<file path="src/rtl/captimer_pkg.sv">
package captimer_pkg;

   typedef enum logic [1:0] {
      MODE_FREE  = 2'b00,
      MODE_MATCH = 2'b01,
      MODE_EDGE  = 2'b10,
      MODE_RSVD  = 2'b11
   } tmr_mode_e;

   // plain edge coding: 00 falling, 01 rising, 11 both, 10 none
   function automatic logic edge_valid(input logic [1:0] code,
                                       input logic rise, input logic fall);
      case (code)
         2'b00:   return fall;
         2'b01:   return rise;
         2'b11:   return rise | fall;
         default: return 1'b0;
      endcase
   endfunction

   // primary-pin capture coding: inverted, both-edges disables
   function automatic logic pri_capture(input logic [1:0] code,
                                        input logic rise, input logic fall);
      case (code)
         2'b00:   return rise;
         2'b01:   return fall;
         default: return 1'b0;
      endcase
   endfunction

endpackage

</file>
<file path="src/rtl/captimer_sync_edge.sv">
module captimer_sync_edge #(
   parameter int STAGES = 2
) (
   input  logic clk,
   input  logic rst_n,
   input  logic pin_i,
   output logic rise_o,
   output logic fall_o
);
   // STAGES synchroniser flops plus one history flop for edge detection
   logic [STAGES:0] sh_q;

   always_ff @(posedge clk) begin
      if (!rst_n) sh_q <= '0;
      else        sh_q <= {sh_q[STAGES-1:0], pin_i};
   end

   assign rise_o =  sh_q[STAGES-1] & ~sh_q[STAGES];
   assign fall_o = ~sh_q[STAGES-1] &  sh_q[STAGES];

endmodule

</file>
<file path="src/rtl/captimer_counter.sv">
module captimer_counter #(
   parameter int W = 16
) (
   input  logic         clk,
   input  logic         rst_n,
   input  logic         run_i,
   input  logic         clr_i,
   output logic [W-1:0] cnt_o,
   output logic         wrap_o,
   output logic         ovf_o
);
   localparam logic [W-1:0] CNT_MAX = '1;

   logic [W-1:0] cnt_q;
   logic         ovf_q;

   assign wrap_o = run_i & ~clr_i & (cnt_q == CNT_MAX);

   always_ff @(posedge clk) begin
      if (!rst_n) begin
         cnt_q <= '0;
         ovf_q <= 1'b0;
      end else begin
         ovf_q <= wrap_o;
         if (run_i) cnt_q <= clr_i ? '0 : cnt_q + 1'b1;
      end
   end

   assign cnt_o = cnt_q;
   assign ovf_o = ovf_q;

endmodule

</file>
<file path="src/rtl/captimer_capcmp.sv">
module captimer_capcmp
   import captimer_pkg::*;
#(
   parameter int W = 16
) (
   input  logic         clk,
   input  logic         rst_n,
   input  logic         run_i,
   input  tmr_mode_e    mode_i,
   input  logic         cap_mode_i,
   input  logic         cap_trig_i,
   input  logic [W-1:0] cnt_i,
   input  logic         wrap_i,
   input  logic         wr_i,
   input  logic [W-1:0] wdata_i,
   output logic [W-1:0] reg_o,
   output logic         match_clr_o,
   output logic         irq_o,
   output logic         cfg_err_o
);
   logic [W-1:0] reg_q;
   logic         zwrap_q;
   logic         irq_q;
   logic         reg_zero, hit_nz, hit_zero, cmp_hit, cap_fire;

   assign reg_zero = (reg_q == '0);
   assign hit_nz   = run_i & ~reg_zero & (cnt_i == reg_q);
   // zero compare matches only on the step out of zero that follows a wrap
   assign hit_zero = run_i & reg_zero & (cnt_i == '0) & zwrap_q
                     & (mode_i != MODE_MATCH);
   assign cmp_hit  = ~cap_mode_i & (hit_nz | hit_zero);
   assign cap_fire = cap_mode_i & run_i & cap_trig_i;

   assign match_clr_o = ~cap_mode_i & (mode_i == MODE_MATCH) & hit_nz;
   assign cfg_err_o   = ~cap_mode_i & (mode_i == MODE_MATCH) & reg_zero;

   always_ff @(posedge clk) begin
      if (!rst_n) begin
         reg_q   <= '0;
         zwrap_q <= 1'b0;
         irq_q   <= 1'b0;
      end else begin
         irq_q <= cmp_hit | cap_fire;
         if (run_i)         zwrap_q <= wrap_i;
         if (cap_fire)      reg_q   <= cnt_i;
         else if (wr_i)     reg_q   <= wdata_i;
      end
   end

   assign reg_o = reg_q;
   assign irq_o = irq_q;

endmodule

</file>
<file path="src/rtl/captimer.sv">
module captimer
   import captimer_pkg::*;
#(
   parameter int W           = 16,
   parameter int SYNC_STAGES = 2
) (
   input  logic         clk,
   input  logic         rst_n,
   input  logic         run_i,
   input  logic [1:0]   mode_i,
   input  logic         cap_mode_i,
   input  logic         cap_src_i,
   input  logic [1:0]   pri_edge_i,
   input  logic [1:0]   sec_edge_i,
   input  logic         pri_pin_i,
   input  logic         sec_pin_i,
   input  logic         wr_i,
   input  logic [W-1:0] wdata_i,
   output logic [W-1:0] count_o,
   output logic [W-1:0] reg_o,
   output logic         irq_o,
   output logic         ovf_o,
   output logic         cfg_err_o
);
   localparam int NPINS = 2;
   localparam int PRI   = 0;
   localparam int SEC   = 1;

   if (W < 4) begin : g_bad_w
      $error("captimer: W must be at least 4");
   end
   if (SYNC_STAGES < 2) begin : g_bad_sync
      $error("captimer: SYNC_STAGES must be at least 2");
   end

   tmr_mode_e        mode;
   logic [NPINS-1:0] pins, rise, fall;
   logic             cap_trig, edge_clr, match_clr, clr, wrap;

   assign mode = tmr_mode_e'(mode_i);
   assign pins = {sec_pin_i, pri_pin_i};

   for (genvar p = 0; p < NPINS; p++) begin : g_pin
      captimer_sync_edge #(.STAGES(SYNC_STAGES)) u_sync (
         .clk    (clk),
         .rst_n  (rst_n),
         .pin_i  (pins[p]),
         .rise_o (rise[p]),
         .fall_o (fall[p])
      );
   end

   assign cap_trig = cap_src_i ? pri_capture(pri_edge_i, rise[PRI], fall[PRI])
                               : edge_valid(sec_edge_i, rise[SEC], fall[SEC]);
   assign edge_clr = (mode == MODE_EDGE) & edge_valid(pri_edge_i, rise[PRI], fall[PRI]);
   assign clr      = match_clr | edge_clr;

   captimer_counter #(.W(W)) u_cnt (
      .clk    (clk),
      .rst_n  (rst_n),
      .run_i  (run_i),
      .clr_i  (clr),
      .cnt_o  (count_o),
      .wrap_o (wrap),
      .ovf_o  (ovf_o)
   );

   captimer_capcmp #(.W(W)) u_cc (
      .clk         (clk),
      .rst_n       (rst_n),
      .run_i       (run_i),
      .mode_i      (mode),
      .cap_mode_i  (cap_mode_i),
      .cap_trig_i  (cap_trig),
      .cnt_i       (count_o),
      .wrap_i      (wrap),
      .wr_i        (wr_i),
      .wdata_i     (wdata_i),
      .reg_o       (reg_o),
      .match_clr_o (match_clr),
      .irq_o       (irq_o),
      .cfg_err_o   (cfg_err_o)
   );

endmodule

</file>
<file path="config.mk">
export PLATFORM = sky130hd
export DESIGN_NAME = captimer
export DESIGN_NICKNAME = d
export VERILOG_FILES = /design/src/rtl/captimer_pkg.sv /design/src/rtl/captimer_sync_edge.sv /design/src/rtl/captimer_counter.sv /design/src/rtl/captimer_capcmp.sv /design/src/rtl/captimer.sv
export SDC_FILE = /design/constraint.sdc
export NUM_CORES = 1
export LEC_CHECK = 0
export CORE_MARGIN = 4
export CORE_UTILIZATION = 30
export CTS_BUF_LIST = sky130_fd_sc_hd__clkbuf_2
export DETAILED_ROUTE_END_ITERATION = 8
export DONT_BUFFER_PORTS = 1
export HOLD_SLACK_MARGIN = 0.02
export SETUP_SLACK_MARGIN = 0.05
export SYNTH_ARGS = -nofsm -noshare
export SYNTH_HDL_FRONTEND = slang
export SYNTH_SLANG_ARGS = --single-unit
</file>
<file path="constraint.sdc">
create_clock -name clk -period 2.8 [get_ports clk]
set_input_delay 0.84 -clock clk [delete_from_list [all_inputs] [get_ports clk]]
set_output_delay 0.84 -clock clk [all_outputs]
set_load 0.02 [all_outputs]
</file>
==> impl_results.md, run 1 <==
- Post-route ant nets: 0
- RSZ-0062 raised after global routing: false
- Fin nets: between 300 and 400
- R2r setup slk: about 0.53 ns
- CP Max Fanout: 4
- Core area: between 7000 and 8000 um2
- FMAX: roughly 0.38 GHz
- H-tree levels: 2
- Drt wl/cell: roughly 18 um
- DRT Wirelength: approximately 7000 um
- CP Data Arrival Time: about 1.8 ns
- IO Count: 65
- Slew headroom: 64.5%
- Drt first pass iters: 4
- Largest net degree at the start of global routing: 34
- Crit-path max cell delay: ~0.47 ns
- Hold path depth: 1
- GR Util All Layers: around 15%
- Average size of a mapped cell: around 8.4 um2
- Via-to-Cell Ratio: 5.33
- Util after Layout: 34.0%
- Outcome: finished, final reports clean
- Worst path required time: 1.96 ns
- Fill count: between 800 and 900
- Syn-to-layout area delta: 10.3%
- Gpl congestion: between 0.8 and 0.9
- Number of core rows: 32
- Worst-Skew Late Latency: approximately 0.42 ns
- First-pass GRT wire length: ~11000 um
- I/O Buffers: 0
- Final min period: about 2.7 ns
- Final Total Pwr: between 1 and 1.5 mW
- Synthesized net count: 318
- RR Startpoint: u_cnt.cnt_o[0]$_SDFFE_PN0P_
- FF-to-FF End: u_cc.zwrap_q$_SDFFE_PN0P_
- Worst IR drop on VDD: between 0.2 and 0.25 mV
- HP Start: g_pin[1].u_sync.sh_q[0]$_SDFF_PN0_
- Synth top area share: between 30% and 40%
- Comb pwr share: roughly an eighth
- Cell Pwr Density: between 400 and 500 nW/um2
- Ratio of cells with drive above 1 in the final layout: between 10% and 20%
- Type of the worst setup path: reg2out
- Most common cell after layout, fill and taps aside: dfxtp_1
- Flop and latch count out of synthesis: slightly above 40
- Worst path top cell family by delay: simple AND/OR/NAND/NOR gates
- Critical path capture point type: primary output
- Initial Utilization: between 30% and 40%
- Maxcap violations: 0
- WP buf/inv: 0
- Clock Skews: roughly 0.048 ns
- Asr flop ratio synth: 0%
- Main synth FF type: dfxtp_1
- Root buf cell: clkbuf_2
- Area of the die: around 9400 um2
- Pint: between 0.7 and 0.8 mW
- Distinct cell type count after synthesis: between 40 and 50
- Pleak: 0.961 nW
- Post-CTS Setup Bufs: 0
- R2r worst-path depth: 7
- Switch Pwr: approximately 0.34 mW
- DRC Markers: 0
- Hpwl dp: ~5400 um
- Initial antenna violation count: 1
- Clk slew on worst S/H paths: ~0.26 ns
- Slew Limit Fails: 0
- 1st-iter DRT viols: 103
- Most frequent cells in the layout: dfxtp_1 (37), nand2_1 (28), nor2_1 (28)
- Final setup TNS: 0 ns
- Number of synthesized flops with an enable pin: 0
- Synth warn: 0
- Worst slew pin tran: 0.531 ns
- Seq/Total Area, Yosys: a little over a third
- Synth area leaders: dfxtp_1 (35%), mux2i_1 (7.6%), xnor2_1 (5.9%)
- Post-Synthesis Cell Area: between 2000 and 2500 um2
- Setup crit start: u_cc.reg_o[10]$_SDFFE_PN0P_
- CTS Hold Bufs: 0
- Net Sw Frac: between 30% and 40%
- Num CTS Buffers: 5
- Cells after Synth: between 200 and 300
- CTS sink count: a little over 40
- WHS Endpoint: g_pin[1].u_sync.sh_q[1]$_SDFF_PN0_
- Die Wd: 96.8 um
- Synth area leader: dfxtp_1
- Critical-path cell list: nor4_4, and4_2, and3b_2
- Final Hold Fails: 0
- GRT Residual Overflow: 0
- CP startpoint kind: flip-flop
- CTS max path bufs: 2
- Vias: 2058
- Hold Path Class: reg2reg
- Final number of setup-violating endpoints: 0
- CTS tree: built
- Vias in the first global route: 2081
- Clock power frac: roughly a quarter
- Final worst-path cycle share: between 90% and 100%
- Sequential power share: between 60% and 70%
- CP max-delay cell: dfxtp_1
- Die height: about 97 um
==> cell type report <==
cell class / instances / area, um2 / area share [%]
Sequential cell: 41 / 826 / 31.6
Clock inverter: 3 / 16.3 / 0.623
Tap cell: 102 / 128 / 4.89
Timing Repair Buffer: 18 / 148 / 5.66
Clock buffer: 5 / 25.0 / 0.959
Antenna cell: 1 / 2.50 / 0.0959
Inverter: 8 / 30.0 / 1.15
Multi-Input combinational cell: 208 / 1440 / 55.0
==> worst reg2reg max path, stage by stage, from the launching register on <==
cell and delay (ns):
dfxtp_1 0.68, ha_1 0.29, nand3_1 0.17, nor2_1 0.35
nand4b_1 0.24, nor2_1 0.18, nand3_1 0.12, a21oi_1 0.16
==> how the worst max path moves through the flow <==
stage / endpoint / slack, ns / depth (start not counted)
final: cfg_err_o / 0.14 / 3
after global routing: cfg_err_o / 0.06 / 3
after CTS: cfg_err_o / 0.07 / 3
after detailed placement: u_cnt.cnt_o[0]$_SDFFE_PN0P_ / 0.35 / 7
after global placement: u_cnt.cnt_o[0]$_SDFFE_PN0P_ / 0.37 / 7
after floorplan: u_cnt.cnt_o[0]$_SDFFE_PN0P_ / 0.58 / 7
==> metrics by stage <==
step	hold slack (ns)	instances	setup WS (ns)	area (um2)
6_report	0.471	386	0.142	2610
3_5_place_dp	0.423	377	0.352	2530
2_1_floorplan	0.412	282	0.581	2370
4_1_cts	0.465	385	0.0746	2600
3_3_place_gp	0.421	377	0.371	2530
5_1_grt	0.440	386	0.0605	2610
==> sequential cells by signal, indices dropped and copies added (netlist names) <==
name / cells
g_pin.u_sync.sh_q: 6
u_cnt.ovf_o: 1
u_cc.reg_o: 16
u_cnt.cnt_o: 16
u_cc.zwrap_q: 1
u_cc.irq_o: 1
==> metal layers <==
layer | vias to the layer above | GRT usage [%] | wire (um)
met5 | - | 0 | 0
met1 | 978 | 18.2 | 3050
met4 | 0 | 4.00 | 102
met3 | 8 | 5.34 | 575
met2 | 71 | 24.9 | 3310
li1 | 1001 | - | -
==> synthesized netlist by cell type, types with 6 or more instances <==
cell      number
dfxtp_1       41
nand2_1       28
nor2_1        28
mux2i_1       18
a211oi_1      16
xnor2_1       16
nand3_1       15
buf_2         13
clkbuf_1      10
a31oi_1        9
and2_1         8
inv_1          8
a21oi_1        7
ha_1           6
nand4_1        6
nor2b_1        6
nor4_1         6
==> power groups by stage <==
stage	registers (mW)	clock network (mW)	logic, mW
floorplan	0.666	0	0.114
global placement	0.674	0	0.136
detailed placement	0.674	0	0.139
CTS	0.667	0.281	0.144
global route	0.673	0.305	0.159
finish	0.668	0.271	0.144
==> kinds of logic (layout without fill, tap and decap cells) <==
kind of cell               count (synthesis)  count (layout)  share of synthesized area, %
and+or+nand+nor                          122             122                          27.6
other                                      0               1                             0
DFF                                       41              41                          34.7
xor gates and xnor gates                  16              16                          5.92
adders and majority gates                  6               6                          3.17
AOI/OAI and AO/OA                         45              45                          14.3
buffers and inverters                     33              34                          6.29
muxes                                     19              19                          8.09
==> timing repair <==
action,4_1_cts,5_1_grt
cloned,0,0
setup endpoints to repair,1,1
resized for setup,6,3
Power figures use the tool's default switching activity.
==> inputs of run 2 (changes only) <==
--- a/config.mk
+++ b/config.mk
@@ -12,6 +12,7 @@
 export DONT_BUFFER_PORTS = 1
 export HOLD_SLACK_MARGIN = 0.02
 export SETUP_SLACK_MARGIN = 0.05
+export SKIP_LAST_GASP = 1
 export SYNTH_ARGS = -nofsm -noshare
 export SYNTH_HDL_FRONTEND = slang
 export SYNTH_SLANG_ARGS = --single-unit
==> results of run 2 <==
Same layout as run 1: the final DEF is identical, and so are final timing and power.
